**src/rtl/clkdiv_pkg.sv**
```systemverilog
package clkdiv_pkg;
  localparam int BUS_SEL_W = 2;
  localparam int BUS_CW    = 2;
  localparam int IRQ_DIV   = 4;
  localparam int IRQ_CW    = $clog2(IRQ_DIV);

  localparam logic [BUS_SEL_W-1:0] BUS_RST_CODE = 2'd1;

  // bus code -> ratio minus one; codes above 2 fold onto 1/3
  function automatic logic [BUS_CW-1:0] bus_m1(input logic [BUS_SEL_W-1:0] code);
    case (code)
      2'd0:    return 2'd0;
      2'd1:    return 2'd1;
      default: return 2'd2;
    endcase
  endfunction
endpackage

```
**src/rtl/bus_div.sv**
```systemverilog
module bus_div #(
  parameter int CW = 2,
  parameter logic [CW-1:0] RST_M1 = 1
) (
  input  logic          clk,
  input  logic          rst,
  input  logic [CW-1:0] ratio_m1,
  output logic          en_q
);
  logic [CW-1:0] cnt;
  logic [CW-1:0] ratio_act;
  logic          at_end;

  assign at_end = (cnt == ratio_act);

  always_ff @(posedge clk) begin
    if (rst) begin
      cnt       <= '0;
      ratio_act <= RST_M1;
      en_q      <= 1'b0;
    end else begin
      en_q <= at_end;
      if (at_end) begin
        cnt       <= '0;
        ratio_act <= ratio_m1;
      end else begin
        cnt <= cnt + 1'b1;
      end
    end
  end

  assert_cnt_range_R1: assert property (@(posedge clk) disable iff (rst)
    cnt <= ratio_act);

  assert_ratio_at_end_R11: assert property (@(posedge clk) disable iff (rst)
    !$stable(ratio_act) |-> $past(at_end));
endmodule

```
**src/rtl/gated_div.sv**
```systemverilog
module gated_div #(
  parameter int CW = 3,
  parameter logic [CW-1:0] RST_M1 = 1
) (
  input  logic          clk,
  input  logic          rst,
  input  logic          par_en,
  input  logic          req,
  input  logic [CW-1:0] ratio_m1,
  output logic          en_q,
  output logic          run_q
);
  logic [CW-1:0] cnt;
  logic [CW-1:0] ratio_act;
  logic          boundary;
  logic          emit;

  always_comb begin
    boundary = par_en && (!run_q || (cnt == ratio_act));
    emit     = boundary && req;
  end

  always_ff @(posedge clk) begin
    if (rst) begin
      cnt       <= '0;
      ratio_act <= RST_M1;
      run_q     <= 1'b0;
      en_q      <= 1'b0;
    end else begin
      en_q <= emit;
      if (boundary) begin
        cnt <= '0;
        if (req) begin
          run_q     <= 1'b1;
          ratio_act <= ratio_m1;
        end else begin
          run_q <= 1'b0;
        end
      end else if (par_en) begin
        cnt <= cnt + 1'b1;
      end
    end
  end

  assert_pulse_in_run_R9: assert property (@(posedge clk) disable iff (rst)
    en_q |-> run_q);

  assert_pulse_after_parent_R9: assert property (@(posedge clk) disable iff (rst)
    en_q |-> $past(par_en));

  assert_stop_full_period_R10: assert property (@(posedge clk) disable iff (rst)
    $fell(run_q) |-> ($past(par_en) && !$past(req)));

  assert_ratio_at_boundary_R11: assert property (@(posedge clk) disable iff (rst)
    !$stable(ratio_act) |-> $past(par_en));

  assert_cnt_range_R7: assert property (@(posedge clk) disable iff (rst)
    run_q |-> (cnt <= ratio_act));
endmodule

```
**src/rtl/tick_counter.sv**
```systemverilog
module tick_counter #(
  parameter int W = 32
) (
  input  logic         clk,
  input  logic         rst,
  input  logic         inc,
  output logic [W-1:0] cnt_q
);
  always_ff @(posedge clk) begin
    if (rst)      cnt_q <= '0;
    else if (inc) cnt_q <= cnt_q + 1'b1;
  end

  assert_step_R4: assert property (@(posedge clk) disable iff (rst)
    inc |=> (cnt_q == $past(cnt_q) + 1'b1));

  assert_hold_R4: assert property (@(posedge clk) disable iff (rst)
    !inc |=> $stable(cnt_q));

  assert_wrap_R5: assert property (@(posedge clk) disable iff (rst)
    (inc && (cnt_q == '1)) |=> (cnt_q == '0));
endmodule

```
**src/rtl/clkdiv_tree.sv**
```systemverilog
module clkdiv_tree
  import clkdiv_pkg::*;
#(
  parameter int CNT_W     = 32,
  parameter int DIV_SEL_W = 2
) (
  input  logic                 clk,
  input  logic                 rst,
  input  logic                 cfg_wr,
  input  logic [1:0]           cfg_bus_code,
  input  logic [DIV_SEL_W-1:0] cfg_prph_code,
  input  logic [DIV_SEL_W-1:0] cfg_xbus_code,
  input  logic                 req_mem,
  input  logic                 req_prph,
  input  logic                 req_xbus,
  output logic                 bus_en,
  output logic                 irq_en,
  output logic                 mem_en,
  output logic                 mem_run,
  output logic                 prph_en,
  output logic                 prph_run,
  output logic                 xbus_en,
  output logic                 xbus_run,
  output logic [CNT_W-1:0]     tick_count
);
  localparam int PDIV_CW = (1 << DIV_SEL_W) - 1;
  localparam logic [DIV_SEL_W-1:0] DIV_RST_CODE = DIV_SEL_W'(1);
  localparam logic [PDIV_CW-1:0]   DIV_RST_M1   = PDIV_CW'(1);
  localparam logic [IRQ_CW-1:0]    IRQ_M1       = IRQ_CW'(IRQ_DIV - 1);

  // code c -> 2^c - 1 as a thermometer value
  function automatic logic [PDIV_CW-1:0] div_m1(input logic [DIV_SEL_W-1:0] code);
    logic [PDIV_CW-1:0] r;
    r = '0;
    for (int i = 0; i < PDIV_CW; i++) r[i] = (i < int'(code));
    return r;
  endfunction

  logic [1:0]           bus_code_q;
  logic [DIV_SEL_W-1:0] prph_code_q;
  logic [DIV_SEL_W-1:0] xbus_code_q;
  logic                 irq_run;
  logic                 prph_req_any;

  always_ff @(posedge clk) begin
    if (rst) begin
      bus_code_q  <= BUS_RST_CODE;
      prph_code_q <= DIV_RST_CODE;
      xbus_code_q <= DIV_RST_CODE;
    end else if (cfg_wr) begin
      bus_code_q  <= cfg_bus_code;
      prph_code_q <= cfg_prph_code;
      xbus_code_q <= cfg_xbus_code;
    end
  end

  assign prph_req_any = req_prph | req_xbus;

  bus_div #(.CW(BUS_CW), .RST_M1(bus_m1(BUS_RST_CODE))) u_bus (
    .clk(clk), .rst(rst), .ratio_m1(bus_m1(bus_code_q)), .en_q(bus_en));

  gated_div #(.CW(IRQ_CW), .RST_M1(IRQ_M1)) u_irq (
    .clk(clk), .rst(rst), .par_en(bus_en), .req(1'b1), .ratio_m1(IRQ_M1),
    .en_q(irq_en), .run_q(irq_run));

  gated_div #(.CW(1), .RST_M1(1'b0)) u_mem (
    .clk(clk), .rst(rst), .par_en(bus_en), .req(req_mem), .ratio_m1(1'b0),
    .en_q(mem_en), .run_q(mem_run));

  gated_div #(.CW(PDIV_CW), .RST_M1(DIV_RST_M1)) u_prph (
    .clk(clk), .rst(rst), .par_en(bus_en), .req(prph_req_any),
    .ratio_m1(div_m1(prph_code_q)), .en_q(prph_en), .run_q(prph_run));

  gated_div #(.CW(PDIV_CW), .RST_M1(DIV_RST_M1)) u_xbus (
    .clk(clk), .rst(rst), .par_en(prph_en), .req(req_xbus),
    .ratio_m1(div_m1(xbus_code_q)), .en_q(xbus_en), .run_q(xbus_run));

  tick_counter #(.W(CNT_W)) u_tick (
    .clk(clk), .rst(rst), .inc(irq_en), .cnt_q(tick_count));

  assert_irq_follows_bus_R3: assert property (@(posedge clk) disable iff (rst)
    irq_en |-> $past(bus_en));

  assert_irq_always_runs_R3: assert property (@(posedge clk) disable iff (rst)
    bus_en |=> irq_run);

  assert_mem_follows_bus_R6: assert property (@(posedge clk) disable iff (rst)
    mem_en |-> $past(bus_en));

  assert_xbus_in_prph_R12: assert property (@(posedge clk) disable iff (rst)
    xbus_en |-> $past(prph_en));
endmodule

```
**config.mk**
```make
export PLATFORM = sky130hd
export DESIGN_NAME = clkdiv_tree
export DESIGN_NICKNAME = d
export VERILOG_FILES = /design/src/rtl/clkdiv_pkg.sv /design/src/rtl/bus_div.sv /design/src/rtl/gated_div.sv /design/src/rtl/tick_counter.sv /design/src/rtl/clkdiv_tree.sv
export SDC_FILE = /design/constraint.sdc
export NUM_CORES = 1
export LEC_CHECK = 0
export BUFFER_PORTS_ARGS = -buffer_cell sky130_fd_sc_hd__buf_2
export CAP_MARGIN = 40
export CORE_UTILIZATION = 55
export DETAILED_ROUTE_END_ITERATION = 12
export PLACE_DENSITY_LB_ADDON = 0.2
export SYNTH_ARGS = -nofsm -noshare
export SYNTH_HDL_FRONTEND = slang
export SYNTH_SLANG_ARGS = --single-unit
```
**constraint.sdc**
```tcl
create_clock -name clk -period 2.45 [get_ports clk]
set_input_delay 0 -clock clk [delete_from_list [all_inputs] [get_ports clk]]
set_output_delay 0 -clock clk [all_outputs]
set_load 0.05 [all_outputs]
```
==> results of run 1 <==
logic make-up (layout without fill, tap and decap cells):
kind of cell	count (synthesis)	after routing	synth area share (%)
AOI/OAI and AO/OA	76	76	16.0
DFF	66	66	46.6
buffers and inverters	28	85	3.97
xor gates and xnor gates	23	23	7.11
and+or+nand+nor	113	113	21.7
adders and majority gates	4	4	1.77
muxes	8	8	2.83
cell usage in the layout, fill, tap and decap left out:
cell / n
a31oi_1: 1
nand2_1: 19
xor2_1: 18
dfxtp_1: 66
buf_4: 3
ha_1: 4
o21ai_0: 15
nor2_1: 27
mux2i_1: 8
dlygate4sd3_1: 8
or2_2: 1
nor2b_1: 2
and2_1: 3
clkbuf_8: 11
xnor2_1: 5
nand2b_1: 2
or4_4: 1
o31a_1: 2
nand4_1: 8
o31ai_1: 19
o211ai_1: 1
nor3_1: 3
or3_1: 4
a211oi_1: 1
o22ai_1: 1
inv_1: 10
nand3_1: 14
o21bai_1: 1
or4_1: 17
clkbuf_1: 2
o41ai_1: 1
and4_1: 4
buf_2: 51
and3_1: 4
nand4_2: 1
nor3b_1: 1
nor4_1: 2
a21oi_1: 32
a21o_1: 2
per-stage QoR:
| step | std cells | utilization [%] | hold WS, ps |
|---|---|---|---|
| CTS | 442 | 69.3 | 5.55 |
| floorplan | 318 | - | 128 |
| detailed placement | 421 | 64.4 | 225 |
| global route | 442 | 69.3 | 25.7 |
| finish | 442 | 69.3 | 19.7 |
| global placement | 421 | 64.4 | 215 |
synthesized netlist by cell type, drive strengths merged:
| cell | count | share of area [%] |
|---|---|---|
| dfxtp | 66 | 47 |
| a21oi | 32 | 5.7 |
| nor2 | 27 | 3.6 |
| nand2 | 19 | 2.5 |
| o31ai | 19 | 5.0 |
| or4 | 18 | 4.9 |
| xor2 | 18 | 5.6 |
| clkbuf | 15 | 2.0 |
| o21ai | 15 | 2.6 |
| nand3 | 14 | 2.5 |
| inv | 10 | 1.3 |
| nand4 | 9 | 2.2 |
| mux2i | 8 | 2.8 |
| xnor2 | 5 | 1.5 |
| and3 | 4 | 0.88 |
| and4 | 4 | 1.2 |
| ha | 4 | 1.8 |
| or3 | 4 | 0.88 |
| and2 | 3 | 0.66 |
| buf | 3 | 0.66 |
| nor3 | 3 | 0.53 |
| a21o | 2 | 0.53 |
| nand2b | 2 | 0.44 |
| nor2b | 2 | 0.44 |
| nor4 | 2 | 0.44 |
| o31a | 2 | 0.62 |
| a211oi | 1 | 0.26 |
| a31oi | 1 | 0.22 |
| nor3b | 1 | 0.26 |
| o211ai | 1 | 0.26 |
| o21bai | 1 | 0.26 |
| o22ai | 1 | 0.22 |
| o41ai | 1 | 0.31 |
| or2 | 1 | 0.22 |
routing by layer:
layer	routed length [um]	vias to the layer above	track usage (%)
met1	2700	1167	28.3
met2	2700	67	39.1
li1	-	1262	-
met5	0	-	0
met3	254	20	7.13
met4	127	0	10.0
where the power goes:
part	internal [uW]	total, uW	switching, uW
Combinational	61.1	169	108
Clock	406	769	362
Sequential	1100	1140	33.4
area by class of cell:
type	count	area share (%)
multi-input combinational	224	41.7
sequential	66	39.3
timing repair buffer	62	10.7
clock buffer	13	4.73
tap	67	2.50
inverter	10	1.12
tightest hold or removal path, delay by kind of cell:
kind | cells | cell delay, ps
buffers and inverters | 1 | 160
and+or+nand+nor | 1 | 70
AOI/OAI and AO/OA | 1 | 70
registers in the layout, indices dropped and copies added (netlist names), 2 cells and up:
signal            flops
u_prph.cnt            3
u_tick.cnt_q         32
u_irq.cnt             2
bus_code_q            2
u_bus.ratio_act       2
u_xbus.ratio_act      3
prph_code_q           2
xbus_code_q           2
u_xbus.cnt            3
u_prph.ratio_act      3
u_bus.cnt             2
final timing paths:
path / from / endpoint / slack (ps) / depth (start not counted)
worst max-delay path: u_tick.cnt_q[13] / u_tick.cnt_q[27] / 450 / 4
worst min-delay path: cfg_wr / bus_code_q[0] / 20 / 3
worst max register to register: u_tick.cnt_q[13] / u_tick.cnt_q[27] / 450 / 4
worst min register to register: u_mem.cnt / u_mem.en_q / 470 / 1
==> results.json, run 1 <==
{
  "vias": 2516,
  "rsz0062_at_grt": "no",
  "initial_core_util_pct": 58.5,
  "cts_tree": "yes",
  "clock_latency_ps": 340,
  "synth_seq_cells": 66,
  "cts_setup_buffers": 0,
  "layout.area.seq_um2": 1320,
  "multi_input_area_um2": 1400,
  "cts.reportedPaths.clkPinSlew_ps": 60,
  "worst_ep_required_time_ps": 2720,
  "critical_path.startpoint_type": "flop",
  "cts_hold_buf": 8,
  "portBuffers": 51,
  "worst_setup_path_end_kind": "flop",
  "final.period_utilization_pct": 81.8,
  "post-route-worst-setup-slack_ps": 445,
  "gr-usage-all-layers_pct": 23.6,
  "yosysUniqueCellTypes": 37,
  "clock.fmax_ghz": 0.499,
  "ir_drop_uv": 462,
  "fill_cells": 420,
  "slew_violations": 0,
  "ios": 52,
  "grt_pass1_wl_um": 9840,
  "drv_cap": 0,
  "post-place-ws_ps": 479,
  "synth_cells": 318,
  "crit_path_top_delay_cell": "or4_4",
  "synth_nets": 334,
  "final_cell_area_um2": 3360,
  "cts-htree-levels": 3,
  "drc": 0,
  "clock_path_buffers": 2,
  "status": "finished clean",
  "hold_violations": 0,
  "syn_area_um2": 2830,
  "grt_max_degree": 34,
  "cp_slowest_stage_delay_ps": 640,
  "ant_nets": 0,
  "antenna_found_initial": 0,
  "rows": 25,
  "ys.warnings.count": 0,
  "firstDrtPassIters": 4,
  "die_w_um": 73.8,
  "wl_per_cell_um": 13.1,
  "total_power_uw": 2070,
  "fin_nets": 389,
  "crit_fanout": 20,
  "cts-resized-gates": 0,
  "worst_slew_pin_slew_ps": 678,
  "finalSetupViolations": 0,
  "core-area_um2": 4850,
  "drt-initial-drc-count": 131,
  "antennaDiodeCount": 0,
  "period_minus_slack_ps": 2000,
  "synth.avg_cell_area_um2": 8.91,
  "worstHoldPathType": "in2reg",
  "arrival_ps": 2270,
  "syn_to_final_growth_pct": 18.5,
  "clock_skew_ps": 2.69,
  "power_density_nw_per_um2": 617,
  "synth-seq-area-share_pct": 46.6,
  "die-area_um2": 5440,
  "dp.final_hpwl_um": 3840,
  "viasPerCell": 5.69,
  "finalSetupTns_ps": 0,
  "drive_gt1_share_pct": 18.1,
  "dpl_cell_area_um2": 3120,
  "grt_pass1_vias": 2297,
  "cp_top_family": "simple AND/OR/NAND/NOR gates",
  "die_h_um": 73.8,
  "clock-sinks": 66,
  "path_cells": "nand4_1, or4_4, or4_1, a21oi_1",
  "relSlewSlack_pct": 54.4,
  "cts_made_buffers": 9,
  "crit_type": "reg2reg",
  "place_congestion": 0.798,
  "cp_num_buf_inv": 0,
  "leakage_uw": 0.00137,
  "grt-ovfl-total": 0,
  "drt-total-wl_um": 5790,
  "clock-root-buffer": "clkbuf_8"
}
No activity file was read; power rests on OpenSTA's default activity.
==> run 2, diff against run 1 <==
--- a/config.mk
+++ b/config.mk
@@ -7,7 +7,7 @@
 export LEC_CHECK = 0
 export BUFFER_PORTS_ARGS = -buffer_cell sky130_fd_sc_hd__buf_2
 export CAP_MARGIN = 40
-export CORE_UTILIZATION = 55
+export CORE_UTILIZATION = 49
 export DETAILED_ROUTE_END_ITERATION = 12
 export PLACE_DENSITY_LB_ADDON = 0.2
 export SYNTH_ARGS = -nofsm -noshare
==> constraint.sdc (replaced) <==
create_clock -name clk -period 1.7 [get_ports clk]
set_input_delay 0 -clock clk [delete_from_list [all_inputs] [get_ports clk]]
set_output_delay 0 -clock clk [all_outputs]
set_load 0.05 [all_outputs]
==> results.json, run 2 (synthesis gave the netlist of run 1 again) <==
{
  "status": "finished with violations",
  "violations": "setup timing",
  "die-area_um2": 6090,
  "route.met3.wl_um": 191,
  "dpl_cell_area_um2": 3440,
  "leakage_uw": 0.00159,
  "vias": 2593,
  "antennaDiodeCount": 0,
  "place_congestion": 0.790,
  "cts_made_buffers": 9,
  "finalSetupViolations": 14,
  "drc": 0,
  "core-area_um2": 5540,
  "initial_core_util_pct": 51.2,
  "slew_violations": 0,
  "worst_setup_path_end_kind": "flop",
  "antenna_found_initial": 0,
  "final_cell_area_um2": 3790,
  "cts-htree-levels": 3,
  "final_cell_mix": "buf_2 (51), dfxtp_1 (43), a21oi_1 (30)",
  "clock_skew_ps": 9.21,
  "grt_pass1_vias": 2312,
  "switching_share_pct": 24.5,
  "fin_nets": 420,
  "grt-ovfl-total": 0,
  "ir_drop_uv": 572,
  "drv_cap": 0,
  "top_layer": "met4",
  "rows": 27,
  "clkPwrFrac_pct": 43.2,
  "worst_ep_required_time_ps": 1970,
  "clock-sinks": 66,
  "regMostFlops": "u_tick.cnt_q",
  "p_int_uw": 2470,
  "final.period_utilization_pct": 106,
  "cts.reportedPaths.clkPinSlew_ps": 70,
  "largest_reg_flops": 32,
  "switching_power_uw": 802,
  "die_h_um": 78.1,
  "met1_length_um": 2990,
  "crit_fanout": 8,
  "combPwrFrac_pct": 8.0,
  "critical_path.startpoint_type": "flop",
  "power_density_nw_per_um2": 864,
  "hold_violations": 0,
  "clock-root-buffer": "clkbuf_8",
  "portBuffers": 51,
  "fill_cells": 471,
  "dp.final_hpwl_um": 4060,
  "arrival_ps": 2080,
  "rsz0062_at_grt": "yes",
  "crit_type": "reg2reg",
  "cts_tree": "yes",
  "post-route-worst-setup-slack_ps": -106,
  "total_power_uw": 3270,
  "drt-total-wl_um": 5980,
  "grt_max_degree": 36,
  "gr-usage-all-layers_pct": 21.3,
  "clock_path_buffers": 2,
  "grt_pass1_wl_um": 10200,
  "final_core_util_pct": 68.3,
  "period_minus_slack_ps": 1810,
  "ant_nets": 0,
  "drt-initial-drc-count": 112,
  "die_w_um": 78.1,
  "ios": 52,
  "clock.fmax_ghz": 0.554,
  "wl_met2_um": 2690,
  "firstDrtPassIters": 4,
  "drive_gt1_share_pct": 32.0,
  "viasPerCell": 5.39,
  "clock_latency_ps": 340,
  "relSlewSlack_pct": 68.2,
  "syn_to_final_growth_pct": 33.6,
  "wl_per_cell_um": 12.4,
  "seq_power_share_pct": 48.8,
  "worst_slew_pin_slew_ps": 473,
  "worstHoldPathType": "in2reg",
  "layout_commonest_cell": "buf_2"
}
run 2: power groups by stage:
stage               sequential (uW)  combinational (uW)  clock, uW
floorplan                      1670                 132          0
global placement               1630                 242          0
detailed placement             1630                 247          0
CTS                            1600                 262       1440
global route                   1600                 287       1500
finish                         1600                 262       1410
run 2: layer usage:
layer  track usage (%)  vias to the layer above
met4              11.5                        0
met1              27.4                     1190
met3              3.95                       11
met5                 0                        -
met2              33.8                       52
li1                  -                     1340
run 2: path summary, 6_finish.rpt:
kind / endpoint / depth (start not counted) / startpoint / slack (ps)
worst max-delay path: u_tick.cnt_q[24] / 4 / u_tick.cnt_q[20] / -110
worst min-delay path: bus_code_q[0] / 2 / cfg_wr / 10
worst max register to register: u_tick.cnt_q[24] / 4 / u_tick.cnt_q[20] / -110
worst min register to register: u_mem.en_q / 1 / u_mem.run_q / 460
run 2: what timing repair did:
action	4_1_cts	5_1_grt
endpoints found under the hold margin	9	0
gates cloned	1	0
pin swaps	12	3
endpoints found under the setup margin	11	17
hold buffers	8	0
resized for setup	5	2
buffers inserted	2	0
run 2: critical path, stage by stage (launching register included):
cell,delay [ps]
dfxtp_4,350
nand4_2,140
or4_4,600
or4_1,530
a21oi_1,130
run 2: cell type report:
cell class                 instances  area (um2)  area share, %
inverter                          10        37.5          0.991
tap                               72        90.1           2.38
clock inverter                     5        57.6           1.52
multi-input combinational        225        1430           37.7
clock buffer                      11         163           4.30
sequential                        66        1400           36.8
timing repair buffer              92         616           16.3
run 2: per-stage QoR:
step                      hold slack (ps)  setup TNS (ps)  instances  setup WS (ps)
after floorplan                       128           -1700        318           -188
after global placement                215            -561        454          -85.0
after detailed placement              224            -889        454           -119
after CTS                            2.02           -1370        481           -130
after global routing                 33.1           -2090        481           -174
final                                12.8            -834        481           -106
==> run 3, diff against run 2 <==
--- a/config.mk
+++ b/config.mk
@@ -5,9 +5,10 @@
 export SDC_FILE = /design/constraint.sdc
 export NUM_CORES = 1
 export LEC_CHECK = 0
+export ABC_AREA = 1
 export BUFFER_PORTS_ARGS = -buffer_cell sky130_fd_sc_hd__buf_2
 export CAP_MARGIN = 40
-export CORE_UTILIZATION = 49
+export CORE_UTILIZATION = 50
 export DETAILED_ROUTE_END_ITERATION = 12
 export PLACE_DENSITY_LB_ADDON = 0.2
 export SYNTH_ARGS = -nofsm -noshare
==> results.json, run 3 <==
{
  "place_congestion": 0.855,
  "clock_path_buffers": 2,
  "synth.avg_cell_area_um2": 7.11,
  "grt_pass1_wl_um": 11800,
  "gr-usage-all-layers_pct": 23.5,
  "core-area_um2": 5960,
  "yosysUniqueCellTypes": 36,
  "wl_per_cell_um": 12.2,
  "antenna_found_initial": 0,
  "synth_ff_type": "dfxtp_1",
  "cts-htree-levels": 3,
  "viasPerCell": 5.21,
  "drt-total-wl_um": 7170,
  "synth-edff-count": 0,
  "die_h_um": 80.9,
  "cts.reportedPaths.clkPinSlew_ps": 80,
  "drv_cap": 0,
  "portBuffers": 51,
  "synth_area_leaders": "dfxtp_1 (42%), nand2_1 (13%), nor2_1 (6.7%)",
  "largest_reg_flops": 32,
  "r2r-start": "u_tick.cnt_q[0]",
  "syn_area_um2": 3110,
  "layout_commonest_cell": "nand2_1",
  "syn_to_final_growth_pct": 22.7,
  "startpoint": "u_tick.cnt_q[0]",
  "rr_endpoint": "u_tick.cnt_q[30]",
  "ios": 52,
  "ys.warnings.count": 0,
  "clock-sinks": 66,
  "finalSetupViolations": 0,
  "drt-initial-drc-count": 111,
  "arrival_ps": 1770,
  "drive_gt1_share_pct": 20.1,
  "clock-root-buffer": "clkbuf_8",
  "power_density_nw_per_um2": 1100,
  "yosysMostFrequentCell": "nand2_1",
  "ir_drop_uv": 676,
  "crit_fanout": 5,
  "synth_nets": 454,
  "relSlewSlack_pct": 73.1,
  "yosysTopAreaCell": "dfxtp_1",
  "total_power_uw": 4220,
  "fin_nets": 523,
  "synth_seq_cells": 66,
  "synth-seq-area-share_pct": 42.4,
  "clock.fmax_ghz": 0.653,
  "die_w_um": 80.9,
  "cts_made_buffers": 9,
  "worst_ep_required_time_ps": 1940,
  "slew_violations": 0,
  "grt-ovfl-total": 0,
  "worstHoldPathType": "in2reg",
  "async_reset_ff_share_pct": 0,
  "crit_path_frequent_cell": "nor2_1",
  "antennaDiodeCount": 0,
  "crit_path_top_delay_cell": "dfxtp_2",
  "cts_tree": "yes",
  "die-area_um2": 6550,
  "final.period_utilization_pct": 90.0,
  "regMostFlops": "u_tick.cnt_q",
  "firstDrtPassIters": 5,
  "final_core_util_pct": 64.1,
  "final_cell_mix": "nand2_1 (106), dfxtp_1 (64), nor2_1 (55)",
  "ant_nets": 0,
  "synth_top_area_share_pct": 42.4,
  "initial_core_util_pct": 52.3,
  "crit_path_end": "u_tick.cnt_q[30]",
  "drc": 0,
  "grt_pass1_vias": 2737,
  "ff2ff_path_depth": 8,
  "dp.final_hpwl_um": 4920,
  "synth_cells": 438,
  "status": "finished clean",
  "finalSetupTns_ps": 0,
  "worst_slew_pin_slew_ps": 400,
  "path_cells": "ha_1, inv_1, nor2_2, nand2_1, nor2_1, nand3_1, o21ai_1, nor2_1",
  "r2r_slack_ps": 170,
  "vias": 3056,
  "period_minus_slack_ps": 1530,
  "clock_skew_ps": 9.91,
  "leakage_uw": 0.00169,
  "netlist_top_cells_count": "nand2_1 (106), dfxtp_1 (66), nor2_1 (56), inv_1 (42), a21oi_1 (32)",
  "rows": 28,
  "grt_max_degree": 34,
  "crit_type": "reg2reg",
  "critical_path.startpoint_type": "flop",
  "worst_setup_path_end_kind": "flop",
  "cp_slowest_stage_delay_ps": 370,
  "whs_ps": 76.7,
  "hold_violations": 0,
  "rsz0062_at_grt": "no",
  "clock_latency_ps": 350
}
-- run 3: changes by cell type after synthesis, moves of 5 or more --
cell / change
clkbuf_1: -10
inv_1: +32
inv_2: +6
mux2i_1: -8
nand2_1: +87
nand3_1: +13
nand4_1: +13
nor2_1: +29
nor2_2: +8
nor3_1: +8
o21ai_0: -5
o31ai_1: -19
or4_1: -17
xor2_1: -18
-- run 3: per-layer routing --
| layer | routed length (um) | vias to the layer above | GRT usage [%] | share of wire [%] |
|---|---|---|---|---|
| met2 | 3420 | 77 | 38.4 | 48 |
| met4 | 63 | 0 | 9.46 | 0.88 |
| met1 | 3380 | 1414 | 29.6 | 47 |
| li1 | - | 1557 | - | - |
| met5 | 0 | - | 0 | 0 |
| met3 | 304 | 8 | 5.62 | 4.2 |
-- run 3: cell families (layout without fill, tap and decap cells) --
logic type | count (synthesis) | count (layout) | share of synthesized area (%)
xor gates and xnor gates | 8 | 8 | 2.25
adders and majority gates | 4 | 4 | 1.61
DFF | 66 | 66 | 42.4
buffers and inverters | 59 | 133 | 7.31
AOI/OAI and AO/OA | 49 | 49 | 8.16
and+or+nand+nor | 252 | 252 | 38.2
-- run 3: worst min path at each step --
stage,from,to,slack (ps),cells past startpoint
after global placement,cfg_prph_code[0],prph_code_q[0],210,3
after global routing,req_prph,u_prph.ratio_act[0],110,4
after detailed placement,cfg_prph_code[0],prph_code_q[0],220,3
after CTS,req_prph,u_prph.ratio_act[0],50,4
after floorplan,cfg_wr,prph_code_q[0],110,1
final,req_prph,u_prph.ratio_act[0],80,4
-- run 3: through the flow --
stage               std cells  instance area, um2  setup slack [ps]
floorplan                 438                3120              39.5
global placement          559                3460               211
detailed placement        559                3460               167
CTS                       588                3830              28.0
global route              587                3820              52.6
finish                    587                3820               170
-- run 3: layout make-up --
cell class / instances / area, um2
repair buffers: 67 / 405
well taps: 75 / 93.8
multi-input cells: 313 / 1570
inverters: 50 / 188
clock inverters: 6 / 114
fillers: 575 / 2140
flip-flops and latches: 66 / 1320
clock buffers: 10 / 128
-- run 3: critical path, delay by kind of cell, from the launching register on --
kind / cells / cell delay (ps)
AOI/OAI and AO/OA: 1 / 150
adders and majority gates: 1 / 190
buffers and inverters: 1 / 60
DFF: 1 / 370
and+or+nand+nor: 5 / 650
-- run 3: where the power goes --
| part | switching (uW) | total, uW | leakage (uW) | internal [uW] |
|---|---|---|---|---|
| logic | 504 | 767 | 0.00104 | 263 |
| clock network | 638 | 1620 | 0.000113 | 980 |
| registers | 138 | 1830 | 0.000536 | 1690 |
-- run 3: timing repair --
action                                 CTS  global route
hold buffers                            13             0
gates resized for setup                  0             1
setup endpoints to repair                0             3
buffers inserted                         0             0
endpoints found under the hold margin   13             0
